## src/rtl/dbg_status_pkg.sv

```systemverilog
package dbg_status_pkg;
  localparam int unsigned DEF_CAUSE_W = 4;
  localparam int unsigned DEF_NUM_EVT = 6;

  typedef enum logic [DEF_CAUSE_W-1:0] {
    CAUSE_HALT_CMD  = 4'd0,
    CAUSE_HW_BKPT   = 4'd1,
    CAUSE_WATCH     = 4'd2,
    CAUSE_SW_BKPT   = 4'd3,
    CAUSE_EXT_PIN   = 4'd4,
    CAUSE_VEC_CATCH = 4'd5
  } cause_e;

  // status word layout offsets
  localparam int unsigned HALTED_BIT_OFS    = 0;
  localparam int unsigned RESTARTED_BIT_OFS = 1;
endpackage

```

## src/rtl/dbg_cause_arb.sv

```systemverilog
module dbg_cause_arb #(
  parameter int unsigned NUM_EVT = 6,
  parameter int unsigned CODE_W  = 4
) (
  input  logic [NUM_EVT-1:0] evt_i,
  output logic               any_o,
  output logic [CODE_W-1:0]  code_o
);
  logic [NUM_EVT:0]   seen;
  logic [NUM_EVT-1:0] grant;

  assign seen[0] = 1'b0;

  // ripple priority chain: lowest index wins
  for (genvar g = 0; g < NUM_EVT; g++) begin : g_prio
    assign grant[g]  = evt_i[g] & ~seen[g];
    assign seen[g+1] = seen[g] | evt_i[g];
  end

  assign any_o = seen[NUM_EVT];

  always_comb begin
    code_o = '0;
    for (int i = 0; i < NUM_EVT; i++) begin
      if (grant[i]) code_o = code_o | CODE_W'(i);
    end
  end
endmodule

```

## src/rtl/dbg_cause_reg.sv

```systemverilog
module dbg_cause_reg #(
  parameter int unsigned CODE_W = 4
) (
  input  logic              clk_i,
  input  logic              rst_ni,
  input  logic              load_en_i,
  input  logic [CODE_W-1:0] load_code_i,
  input  logic              wr_en_i,
  input  logic [CODE_W-1:0] wr_code_i,
  input  logic              wr_block_i,
  output logic [CODE_W-1:0] cause_o
);
  logic [CODE_W-1:0] cause_q;

  // hardware load beats a software write in the same cycle
  always_ff @(posedge clk_i) begin
    if (!rst_ni) begin
      cause_q <= '0;
    end else if (load_en_i) begin
      cause_q <= load_code_i;
    end else if (wr_en_i && !wr_block_i) begin
      cause_q <= wr_code_i;
    end
  end

  assign cause_o = cause_q;


  wr_lands_chk: assert property (@(posedge clk_i) disable iff (!rst_ni)
    (wr_en_i && !wr_block_i && !load_en_i) |=> (cause_o == $past(wr_code_i)));
endmodule

```

## src/rtl/dbg_run_ctrl.sv

```systemverilog
module dbg_run_ctrl (
  input  logic clk_i,
  input  logic rst_ni,
  input  logic accept_i,
  input  logic monitor_i,
  input  logic restart_req_i,
  input  logic core_exited_i,
  output logic halted_o,
  output logic restarted_o,
  output logic halt_req_o,
  output logic exc_req_o
);
  logic halted_q, restarted_q, hreq_q, exc_q;
  logic take_halt, take_restart, take_exit;

  assign take_halt    = accept_i & ~monitor_i;
  assign take_restart = halted_q & restarted_q & restart_req_i;
  assign take_exit    = halted_q & ~restarted_q & core_exited_i;

  always_ff @(posedge clk_i) begin
    if (!rst_ni) begin
      halted_q    <= 1'b0;
      restarted_q <= 1'b1;
      hreq_q      <= 1'b0;
      exc_q       <= 1'b0;
    end else begin
      hreq_q <= take_halt;
      exc_q  <= accept_i & monitor_i;
      if (take_halt) begin
        halted_q <= 1'b1;
      end else if (take_exit) begin
        halted_q    <= 1'b0;
        restarted_q <= 1'b1;
      end
      if (take_restart) restarted_q <= 1'b0;
    end
  end

  assign halted_o    = halted_q;
  assign restarted_o = restarted_q;
  assign halt_req_o  = hreq_q;
  assign exc_req_o   = exc_q;


  halt_pulse_chk: assert property (@(posedge clk_i) disable iff (!rst_ni)
    $rose(halted_q) |-> hreq_q);

  halt_req_once_chk: assert property (@(posedge clk_i) disable iff (!rst_ni)
    hreq_q |=> !hreq_q);

  exc_running_chk: assert property (@(posedge clk_i) disable iff (!rst_ni)
    exc_q |-> !halted_q);

  restart_src_chk: assert property (@(posedge clk_i) disable iff (!rst_ni)
    $fell(restarted_q) |-> ($past(halted_q) && $past(restart_req_i)));

  exit_done_chk: assert property (@(posedge clk_i) disable iff (!rst_ni)
    (halted_q && !restarted_q && core_exited_i) |=> (!halted_q && restarted_q));

  running_restarted_chk: assert property (@(posedge clk_i) disable iff (!rst_ni)
    !halted_q |-> restarted_q);
endmodule

```

## src/rtl/dbg_status_tracker.sv

```systemverilog
module dbg_status_tracker
  import dbg_status_pkg::*;
#(
  parameter int unsigned NUM_EVT = DEF_NUM_EVT,
  parameter int unsigned CAUSE_W = DEF_CAUSE_W
) (
  input  logic                 clk_i,
  input  logic                 rst_ni,
  input  logic [NUM_EVT-1:0]   evt_i,
  input  logic                 monitor_mode_i,
  input  logic                 restart_req_i,
  input  logic                 core_exited_i,
  input  logic                 core_wr_en_i,
  input  logic [CAUSE_W-1:0]   core_wr_cause_i,
  output logic [CAUSE_W+1:0]   core_rd_o,
  output logic [CAUSE_W+1:0]   ext_rd_o,
  output logic                 halt_req_o,
  output logic                 dbg_exc_o
);
  localparam int unsigned STATUS_W = CAUSE_W + 2;

  logic               evt_any, accept, halted, restarted;
  logic [CAUSE_W-1:0] evt_code, cause;
  logic [STATUS_W-1:0] status;

  dbg_cause_arb #(.NUM_EVT(NUM_EVT), .CODE_W(CAUSE_W)) arb_i (
    .evt_i  (evt_i),
    .any_o  (evt_any),
    .code_o (evt_code)
  );

  // events only count in normal state
  assign accept = evt_any & ~halted;

  dbg_cause_reg #(.CODE_W(CAUSE_W)) cause_i (
    .clk_i       (clk_i),
    .rst_ni      (rst_ni),
    .load_en_i   (accept),
    .load_code_i (evt_code),
    .wr_en_i     (core_wr_en_i),
    .wr_code_i   (core_wr_cause_i),
    .wr_block_i  (halted),
    .cause_o     (cause)
  );

  dbg_run_ctrl run_i (
    .clk_i         (clk_i),
    .rst_ni        (rst_ni),
    .accept_i      (accept),
    .monitor_i     (monitor_mode_i),
    .restart_req_i (restart_req_i),
    .core_exited_i (core_exited_i),
    .halted_o      (halted),
    .restarted_o   (restarted),
    .halt_req_o    (halt_req_o),
    .exc_req_o     (dbg_exc_o)
  );

  assign status[CAUSE_W-1:0]                    = cause;
  assign status[CAUSE_W + HALTED_BIT_OFS]       = halted;
  assign status[CAUSE_W + RESTARTED_BIT_OFS]    = restarted;

  assign core_rd_o = status;
  assign ext_rd_o  = status;


  cause_frozen_chk: assert property (@(posedge clk_i) disable iff (!rst_ni)
    (halted && $past(halted)) |-> $stable(cause));

  no_req_halted_chk: assert property (@(posedge clk_i) disable iff (!rst_ni)
    (halted && $past(halted)) |-> (!halt_req_o && !dbg_exc_o));

  hw_code_range_chk: assert property (@(posedge clk_i) disable iff (!rst_ni)
    accept |=> (cause < CAUSE_W'(NUM_EVT)));

  lowest_wins_chk: assert property (@(posedge clk_i) disable iff (!rst_ni)
    accept |-> (evt_i[evt_code] && ((evt_i & ((NUM_EVT'(1) << evt_code) - NUM_EVT'(1))) == '0)));
endmodule

```

## config.mk

```make
export PLATFORM = sky130hd
export DESIGN_NAME = dbg_status_tracker
export DESIGN_NICKNAME = d
export VERILOG_FILES = /design/src/rtl/dbg_status_pkg.sv /design/src/rtl/dbg_cause_arb.sv /design/src/rtl/dbg_cause_reg.sv /design/src/rtl/dbg_run_ctrl.sv /design/src/rtl/dbg_status_tracker.sv
export SDC_FILE = /design/constraint.sdc
export NUM_CORES = 1
export LEC_CHECK = 0
export ABC_CLOCK_PERIOD_IN_PS = 2150
export BUFFER_PORTS_ARGS = -buffer_cell sky130_fd_sc_hd__clkbuf_2
export CORE_AREA = 2 2 39 41
export DETAILED_ROUTE_END_ITERATION = 16
export DIE_AREA = 0 0 41 43
export GPL_TIMING_DRIVEN = 0
export PLACE_DENSITY = 0.77
export SLEW_MARGIN = 20
export SYNTH_ARGS = -nofsm -noshare
export SYNTH_HDL_FRONTEND = slang
export SYNTH_SLANG_ARGS = --single-unit
```

## constraint.sdc

```tcl
create_clock -name clk_i -period 2.15 [get_ports clk_i]
set_input_delay 0.43 -clock clk_i [delete_from_list [all_inputs] [get_ports clk_i]]
set_output_delay 0.43 -clock clk_i [all_outputs]
set_load 0.05 [all_outputs]
```

==> flow_summary_export.csv, run 1 <==
group,metric,value,unit
synthesis,yosys_register_bits,8,
grt,grt_usage,0.1466,
clock_network,post_cts_buffers,0,
clock_network,cts_root_buf,"clkbuf_4",
pwr,combinationalPowerShare,0.316,
timing,finalHoldViolCount,0,
pwr,sequentialPowerShare,0.393,
min_path,min_to,"run_i.exc_req_o$_SDFF_PN0_",
pwr,power,415.9,uW
timing,setup_tns,0,ps
setup_path,arrival,1050,ps
synthesis,syn-cell-area,465.4,um2
drt,vias_per_cell,4.948,
cells_and_area,nNetsFinal,99,
floorplanning,num_io_pins,30,
setup_path,cp-start-kind,"register",
drt,wire_per_inst,11.37,um
synthesis,synth_edf_count,0,
drt,wl,1103,um
pwr,clockPowerShare,0.290,
grt,grt_pass1_wl,1725,um
clock_network,htreeDepth,1,
placement,dpl.cell_count,94,
drt,vias,480,
grt,grt_max_degree,11,
clock_network,insertion_delay,260,ps
floorplanning,die_h,43,um
setup_path,r2r_slack,890,ps
timing,skew,8.976,ps
job,cap_violations,0,
timing,worst_pin_slew,588.1,ps
clock_network,cts_resized,0,
run_status,status,"completed",
synthesis,syn_nets,66,
drt,dr.pass1.iters,2,
synthesis,synthArstFlopShare,0,
timing,slew_viol_final,0,
setup_path,endpoint_kind,"output pin",
cells_and_area,n_fill_cell,142,
pwr,switching_share,0.3611,
clock_network,numCtsBuffers,3,
floorplanning,initial_core_util,0.3363,
floorplanning,dieArea,1763,um2
drt,drtAntennaViolNets,0,
cells_and_area,mostFrequentLayoutCell,"clkbuf_2",
pwr,intPower,265.7,uW
setup_path,rr_startpoint,"run_i.halted_o$_SDFFE_PN0P_",
cells_and_area,fin_util,0.4684,
clock_network,clock-sinks,8,
floorplanning,core,1384,um2
placement,detailed_place_hpwl,853,um
clock_network,cts_max_path_buffers,2,
floorplanning,placementRows,14,
cells_and_area,layout_common_cells,"clkbuf_2, buf_4, dfxtp_1",
setup_path,r2r_cells,3,
grt,gr-total-overflow,0,
synthesis,ys_seq_area_frac,0.3441,
timing,rsz0062_at_grt,"no",
placement,io_buffers,28,
setup_path,path_class,"reg -> out",
pwr,ir_drop,0.2701,mV
timing,period_needed,1480,ps
cells_and_area,drive_above_1_share,0.5309,
synthesis,avgSynthCellArea,9.309,um2
synthesis,netlist_instances,50,
setup_path,reg2reg_to,"cause_i.cause_o[2]$_SDFFE_PN0P_",
placement,gp_congestion,0.6540,
min_path,hold_class,"in -> reg",
floorplanning,die_x,41,um
timing,max_freq,675.8,MHz
grt,antenna_found_initial,0,
clock_network,clk_pin_slew,60,ps
setup_path,required,1720,ps
drt,drc,0,
cells_and_area,area_growth,39.25,%
pwr,power_switching,150.2,uW
min_path,min_from,"monitor_mode_i",
pwr,power_density,641.7,nW/um2
cells_and_area,antennaDiodeCount,0,
timing,setup_violations,0,
cells_and_area,final_cell_count_no_fill,97,
timing,max_slew_margin,0.6043,
min_path,whs_path_depth,3,
pwr,power_leakage,0.3274,nW
timing,finalCritPeriodShare,0.6883,
drt,drtIter0Drc,4,
setup_path,path_max_fanout,5,
grt,grt_pass1_vias,422,
synthesis,ys_warn_count,0,
synthesis,synth.distinct_cells,26,
clock_network,cts_tree,"yes",
clock_network,ctsHoldBuffers,0,
synthesis,synth-main-ff-cell,"dfxtp_1",
timing,fin_worst_hold_slack,420.4,ps
[worst max-delay path: stages (launching register included)]
cell and delay, ps:
dfxtp_1 390, buf_4 130, clkbuf_2 260
[metrics by stage]
step	setup WS [ps]	cell area (um2)
finish	670.2	648.1
global route	570.3	648.1
CTS	652.5	648.1
detailed placement	366.3	625.6
global placement	391.9	625.6
floorplan	650.1	465.4
[Yosys cell counts, types with 2 or more instances]
cell type  instances  area [um2]
a21oi_1            5       25.02
and3b_1            2       17.52
buf_4              8       60.06
dfxtp_1            8       160.2
inv_1              2       7.510
nand2_1            2       7.510
nand2b_1           2       12.51
nand3b_1           2       15.01
o21ai_0            2       10.01
[worst max path at each step]
stage | from | end | cells past startpoint
finish | run_i.halted_o$_SDFFE_PN0P_ | ext_rd_o[4] | 2
detailed placement | evt_i[3] | cause_i.cause_o[2]$_SDFFE_PN0P_ | 4
global placement | evt_i[3] | cause_i.cause_o[2]$_SDFFE_PN0P_ | 4
global route | evt_i[3] | cause_i.cause_o[2]$_SDFFE_PN0P_ | 4
CTS | evt_i[3] | cause_i.cause_o[2]$_SDFFE_PN0P_ | 4
floorplan | evt_i[3] | cause_i.cause_o[0]$_SDFFE_PN0P_ | 3
[area by class of cell]
| class | instances | area (um2) | share of cell area |
|---|---|---|---|
| tap | 16 | 20.02 | 0.03089 |
| multi-input combinational | 30 | 229.0 | 0.3533 |
| clock buffer | 3 | 22.52 | 0.03475 |
| buffer | 10 | 68.82 | 0.1062 |
| timing repair buffer | 28 | 140.1 | 0.2162 |
| sequential | 8 | 160.2 | 0.2471 |
| inverter | 2 | 7.507 | 0.01158 |
[flip-flops by register name, summed over array words and instances (netlist names)]
name and cells:
cause_i.cause_o 4, run_i.exc_req_o 1, run_i.halt_req_o 1, run_i.halted_o 1, run_i.restarted_o 1
[power groups by stage]
stage               registers [mW]  logic [mW]  clock network (mW)
finish                       0.164       0.132               0.121
global route                 0.165       0.141               0.130
CTS                          0.164       0.132               0.124
detailed placement           0.167       0.132                   0
global placement             0.166       0.130                   0
floorplan                    0.187      0.0727                   0
[cell families (layout without fill, tap and decap cells)]
| family | Yosys count | after routing | synth area share |
|---|---|---|---|
| AO/OA/AOI/OAI | 15 | 15 | 0.2769 |
| AND/OR/NAND/NOR | 15 | 15 | 0.2151 |
| buffers and inverters | 12 | 43 | 0.1640 |
| flip-flops | 8 | 8 | 0.3441 |
[routing by layer]
metal / part of all wire / global-route usage / up-vias / wire [um]
met5: 0 / 0 / - / 0
li1: - / - / 244 / -
met3: 0.086 / 0.03141 / 3 / 95
met2: 0.49 / 0.2469 / 19 / 539
met1: 0.40 / 0.1479 / 214 / 443
met4: 0.023 / 0.1000 / 0 / 25
Note: power is estimated with default switching activity, not from simulation.
==> run 2: changes to the inputs <==
--- a/config.mk
+++ b/config.mk
@@ -5,13 +5,12 @@
 export SDC_FILE = /design/constraint.sdc
 export NUM_CORES = 1
 export LEC_CHECK = 0
-export ABC_CLOCK_PERIOD_IN_PS = 2150
+export ABC_CLOCK_PERIOD_IN_PS = 1300
 export BUFFER_PORTS_ARGS = -buffer_cell sky130_fd_sc_hd__clkbuf_2
-export CORE_AREA = 2 2 39 41
+export CORE_UTILIZATION = 35
 export DETAILED_ROUTE_END_ITERATION = 16
-export DIE_AREA = 0 0 41 43
 export GPL_TIMING_DRIVEN = 0
-export PLACE_DENSITY = 0.77
+export PLACE_DENSITY = 0.8
 export SLEW_MARGIN = 20
 export SYNTH_ARGS = -nofsm -noshare
 export SYNTH_HDL_FRONTEND = slang
==> constraint.sdc (replaced) <==
create_clock -name clk_i -period 1.3 [get_ports clk_i]
set_input_delay 0.26 -clock clk_i [delete_from_list [all_inputs] [get_ports clk_i]]
set_output_delay 0.26 -clock clk_i [all_outputs]
set_load 0.05 [all_outputs]
==> run 2 against run 1 <==
Non-clock buffer count stayed put. Largest power group unchanged. Utilization up 9.8 points. Design area rose by 2.3%. Flip-flop and latch count stayed put. Largest cell class unchanged. Clock skew shrank 8.2 ps. Critical endpoint unchanged. First-iteration DRC count rose to 3.3 times the previous value. Hold slack got worse by 160 ps. Setup slack lost 610 ps. Total power up 65%.
==> flow_summary_export.csv, run 2 (synthesis gave the netlist of run 1 again) <==
group,metric,value,unit
timing,finalCritPeriodShare,0.9570,
drt,drtIter0Drc,13,
drt,drc,0,
floorplanning,dieArea,1480,um2
floorplanning,initial_core_util,0.3974,
floorplanning,placementRows,12,
drt,wire_per_inst,11.35,um
cells_and_area,mostFrequentLayoutCell,"clkbuf_2",
timing,max_freq,803.8,MHz
drt,wl,1078,um
timing,max_slew_margin,0.7218,
clock_network,post_cts_buffers,0,
clock_network,cts_tree,"yes",
timing,period_needed,1244,ps
cells_and_area,antennaDiodeCount,0,
placement,post-place-ws,-317.8,ps
floorplanning,core,1171,um2
placement,gp_congestion,0.7312,
clock_network,numCtsBuffers,3,
clock_network,clock-sinks,8,
grt,gr-total-overflow,0,
grt,grt_pass1_vias,421,
cells_and_area,nNetsFinal,99,
floorplanning,num_io_pins,30,
cells_and_area,layout_common_cells,"clkbuf_2, buf_4, dfxtp_1",
placement,io_buffers,28,
setup_path,path_class,"reg -> out",
pwr,power_leakage,0.3337,nW
cells_and_area,area_growth,42.47,%
job,cap_violations,0,
setup_path,endpoint_kind,"output pin",
drt,vias_per_cell,5.147,
drt,drtAntennaViolNets,0,
timing,worst_pin_slew,413.9,ps
timing,finalHoldViolCount,0,
timing,skew,0.7981,ps
pwr,power_density,1033,nW/um2
setup_path,path_max_fanout,5,
clock_network,cts_max_path_buffers,2,
timing,finalWorstSetupSlack,55.94,ps
setup_path,cp-start-kind,"register",
cells_and_area,final_cell_count_no_fill,95,
cells_and_area,drive_above_1_share,0.5556,
placement,dpl.cell_count,92,
grt,grt_usage,0.1646,
timing,rsz0062_at_grt,"no",
drt,dr.pass1.iters,4,
min_path,hold_class,"in -> reg",
drt,vias,489,
timing,setup_violations,0,
grt,grt_max_degree,11,
cells_and_area,largest_reg_flops,4,
floorplanning,die_h,38.47,um
setup_path,required,1040,ps
clock_network,cts_root_buf,"clkbuf_4",
floorplanning,die_x,38.47,um
clock_network,htreeDepth,1,
clock_network,insertion_delay,250,ps
timing,slew_viol_final,0,
run_status,status,"completed",
grt,grt_pass1_wl,1676,um
pwr,ir_drop,0.5719,mV
clock_network,clk_pin_slew,60,ps
grt,antenna_found_initial,0,
setup_path,arrival,980,ps
run 2: cell count changes in the layout (fill, tap and decap cells not counted):
cell / previous run / this run
clkbuf_2: 28 / 25
clkbuf_1: 1 / 0
nor4_2: 0 / 1
nor4_1: 1 / 0
clkbuf_4: 3 / 6
buf_4: 8 / 9
run 2: power by group:
group	switching, mW	leakage (nW)	internal [mW]
Combinational	0.146	0.254	0.0788
Clock	0.0838	0.0138	0.106
Sequential	0.0111	0.0659	0.260
run 2: repair_timing:
item | in CTS | in global routing
endpoints found under the setup margin | 2 | 6
endpoints found under the hold margin | 0 | 0
hold buffers | 0 | 0
pin swaps | 0 | 0
resized for setup | 1 | 10
run 2: layout make-up:
class / instances / area (um2)
repair buffers: 28 / 150.1
flip-flops and latches: 8 / 160.2
multi-input cells: 30 / 235.2
clock buffers: 3 / 22.52
well taps: 14 / 17.52
plain buffers: 10 / 70.07
inverters: 2 / 7.507
fillers: 113 / 508.0
run 2: critical path: stages, from the launching register on:
cell and delay (ps):
dfxtp_1 390, buf_4 130, clkbuf_4 210
run 2: per-layer routing:
| layer | track usage | up-vias | part of all wire |
|---|---|---|---|
| li1 | - | 243 | - |
| met5 | 0 | - | 0 |
| met3 | 0.03488 | 2 | 0.079 |
| met4 | 0.07759 | 0 | 0.0074 |
| met1 | 0.1879 | 215 | 0.43 |
| met2 | 0.2881 | 29 | 0.48 |
run 2: path summary, 6_finish.rpt:
check                                        from                         endpoint  slack (ps)  cells after the start
setup / recovery      run_i.halted_o$_SDFFE_PN0P_                      ext_rd_o[4]          60                      2
hold / removal                     monitor_mode_i       run_i.exc_req_o$_SDFF_PN0_         260                      3
setup reg to reg      run_i.halted_o$_SDFFE_PN0P_  cause_i.cause_o[2]$_SDFFE_PN0P_         180                      3
hold reg to reg   cause_i.cause_o[3]$_SDFFE_PN0P_  cause_i.cause_o[3]$_SDFFE_PN0P_         480                      2
run 2: stage by stage:
step / power [mW] / area [um2] / util / TNS [ps] / hold WS, ps
detailed placement: 0.4933 / 623.1 / 0.5321 / -1269 / 480.2
finish: 0.6851 / 663.1 / 0.5662 / 0 / 261.3
global placement: 0.4899 / 623.1 / 0.5321 / -1012 / 471.5
floorplan: 0.4289 / 465.4 / - / 0 / 401.4
CTS: 0.6810 / 651.9 / 0.5566 / 0 / 269.2
global route: 0.7179 / 663.1 / 0.5662 / 0 / 263.9
==> run 3: changes to the inputs <==
--- a/config.mk
+++ b/config.mk
@@ -6,7 +6,7 @@
 export NUM_CORES = 1
 export LEC_CHECK = 0
 export ABC_CLOCK_PERIOD_IN_PS = 1300
-export BUFFER_PORTS_ARGS = -buffer_cell sky130_fd_sc_hd__clkbuf_2
+export BUFFER_PORTS_ARGS = -buffer_cell sky130_fd_sc_hd__buf_2
 export CORE_UTILIZATION = 35
 export DETAILED_ROUTE_END_ITERATION = 16
 export GPL_TIMING_DRIVEN = 0
==> run 3 against run 2 <==
Total power grew 1.1%. Cell count is the same. Largest cell class unchanged. Highest routed layer unchanged. Hold slack is essentially flat.
==> flow_summary_export.csv, run 3 (synthesis gave the netlist of run 1 again) <==
group,metric,value,unit
run_status,status,"completed",
drt,dr.pass1.iters,2,
timing,setup_violations,0,
grt,antenna_found_initial,0,
pwr,power_density,1049,nW/um2
setup_path,arrival,1000,ps
grt,grt_usage,0.1659,
cells_and_area,drive_above_1_share,0.5556,
setup_path,required,1040,ps
timing,max_slew_margin,0.7166,
drt,vias,487,
timing,finalCritPeriodShare,0.9655,
timing,max_freq,796.7,MHz
floorplanning,placementRows,12,
min_path,hold_class,"in -> reg",
floorplanning,die_x,38.47,um
pwr,sequentialPowerShare,0.390,
clock_network,numCtsBuffers,3,
clock_network,cts_root_buf,"clkbuf_4",
cells_and_area,final_cell_count_no_fill,95,
setup_path,path_class,"reg -> out",
setup_path,crit_slowest_cell,"dfxtp_1",
drt,drc,0,
drt,wl,1069,um
timing,worst_pin_slew,421.6,ps
setup_path,rr_startpoint,"run_i.halted_o$_SDFFE_PN0P_",
timing,slew_viol_final,0,
setup_path,critPathMaxStageDelay,370,ps
setup_path,path_delay_family,"flip-flops",
pwr,ir_drop,0.4360,mV
setup_path,r2r_cells,3,
floorplanning,die_h,38.47,um
timing,setup_tns,0,ps
grt,grt_pass1_vias,410,
setup_path,path_max_fanout,5,
floorplanning,initial_core_util,0.3974,
pwr,clockPowerShare,0.288,
timing,finalHoldViolCount,0,
cells_and_area,antennaDiodeCount,0,
clock_network,insertion_delay,260,ps
grt,grt_max_degree,11,
placement,dpl.cell_count,92,
grt,gr-total-overflow,0,
cells_and_area,area_growth,41.94,%
drt,vias_per_cell,5.126,
clock_network,clk_pin_slew,50,ps
cells_and_area,largest_reg_flops,4,
timing,skew,3.310,ps
setup_path,setup.worst_path.start,"run_i.restarted_o$_SDFFE_PN1P_",
cells_and_area,mostFrequentLayoutCell,"buf_2",
pwr,power_switching,248.3,uW
timing,period_needed,1255,ps
drt,drtIter0Drc,4,
placement,io_buffers,28,
setup_path,crit_chain,"buf_4 -> buf_2",
clock_network,cts_max_path_buffers,2,
cells_and_area,nNetsFinal,99,
clock_network,htreeDepth,1,
clock_network,ctsHoldBuffers,0,
setup_path,crit_cells,2,
placement,detailed_place_hpwl,805.9,um
setup_path,cp-start-kind,"register",
clock_network,post_cts_buffers,0,
job,cap_violations,0,
drt,drtAntennaViolNets,0,
cells_and_area,layout_common_cells,"buf_2, buf_4, dfxtp_1",
setup_path,reg2reg_to,"cause_i.cause_o[2]$_SDFFE_PN0P_",
setup_path,r2r_slack,190,ps
grt,grt_pass1_wl,1580,um
floorplanning,core,1171,um2
placement,gp_congestion,0.7309,
pwr,switching_share,0.3585,
timing,rsz0062_at_grt,"no",
pwr,intPower,444.4,uW
floorplanning,dieArea,1480,um2
setup_path,endpoint_kind,"output pin",
floorplanning,num_io_pins,30,
pwr,combinationalPowerShare,0.322,
clock_network,cts_tree,"yes",
drt,wire_per_inst,11.25,um
setup_path,crit_path_end,"ext_rd_o[5]",
clock_network,clock-sinks,8,
pwr,power_leakage,0.3353,nW
setup_path,timing.critical_path.buf_inv,2,
[run 3: cell types whose count changed in the layout (fill, tap and decap cells not counted)]
cell / change
buf_2: +25
clkbuf_2: -24
buf_4: -1
[run 3: power groups by stage]
stage / combinational [mW] / clock [mW] / sequential, mW
after CTS: 0.219 / 0.208 / 0.270
after global routing: 0.238 / 0.222 / 0.271
after global placement: 0.215 / 0 / 0.275
final: 0.223 / 0.200 / 0.270
after floorplan: 0.120 / 0 / 0.309
after detailed placement: 0.217 / 0 / 0.275
[run 3: timing repair]
action	CTS	global route
gates resized for setup	1	5
hold endpoints to repair	0	0
endpoints found under the setup margin	2	6
[run 3: area by class of cell]
type | count | area, um2
fillers | 121 | 510.5
plain buffers | 10 | 70.07
clock buffers | 3 | 22.52
inverters | 2 | 7.507
flip-flops and latches | 8 | 160.2
multi-input cells | 30 | 235.2
well taps | 14 | 17.52
repair buffers | 28 | 147.6
[run 3: through the flow]
step	cell area, um2	worst slack, ps	hold WS (ps)	total power [mW]	utilization
detailed placement	623.1	-324.4	481.2	0.4925	0.5321
CTS	651.9	7.853	260.4	0.6973	0.5566
finish	660.6	44.86	261.8	0.6927	0.5641
global placement	623.1	-281.6	467.3	0.4897	0.5321
global route	660.6	0.3838	262.2	0.7310	0.5641
floorplan	465.4	37.53	401.4	0.4289	-
[run 3: how the worst min path moves through the flow]
stage | cells after the start | start | end | slack [ps]
3_3_place_gp | 2 | cause_i.cause_o[3]$_SDFFE_PN0P_ | cause_i.cause_o[3]$_SDFFE_PN0P_ | 470
5_1_grt | 3 | monitor_mode_i | run_i.exc_req_o$_SDFF_PN0_ | 260
4_1_cts | 3 | monitor_mode_i | run_i.exc_req_o$_SDFF_PN0_ | 260
3_5_place_dp | 2 | cause_i.cause_o[3]$_SDFFE_PN0P_ | cause_i.cause_o[3]$_SDFFE_PN0P_ | 480
2_1_floorplan | 2 | monitor_mode_i | run_i.exc_req_o$_SDFF_PN0_ | 400
6_report | 3 | monitor_mode_i | run_i.exc_req_o$_SDFF_PN0_ | 260
[run 3: worst register-to-register path, stage by stage, from the launching register on]
cell      delay [ps]
dfxtp_1          390
clkbuf_2         220
a21oi_1          110
o221a_1          280
[run 3: routing by layer]
layer  track usage  vias to the layer above  routed length, um
met5             0                        -                  0
met4        0.1293                        0                 22
met3       0.06977                        3                 83
met2        0.2712                       23                499
met1        0.1631                      216                463
li1              -                      245                  -
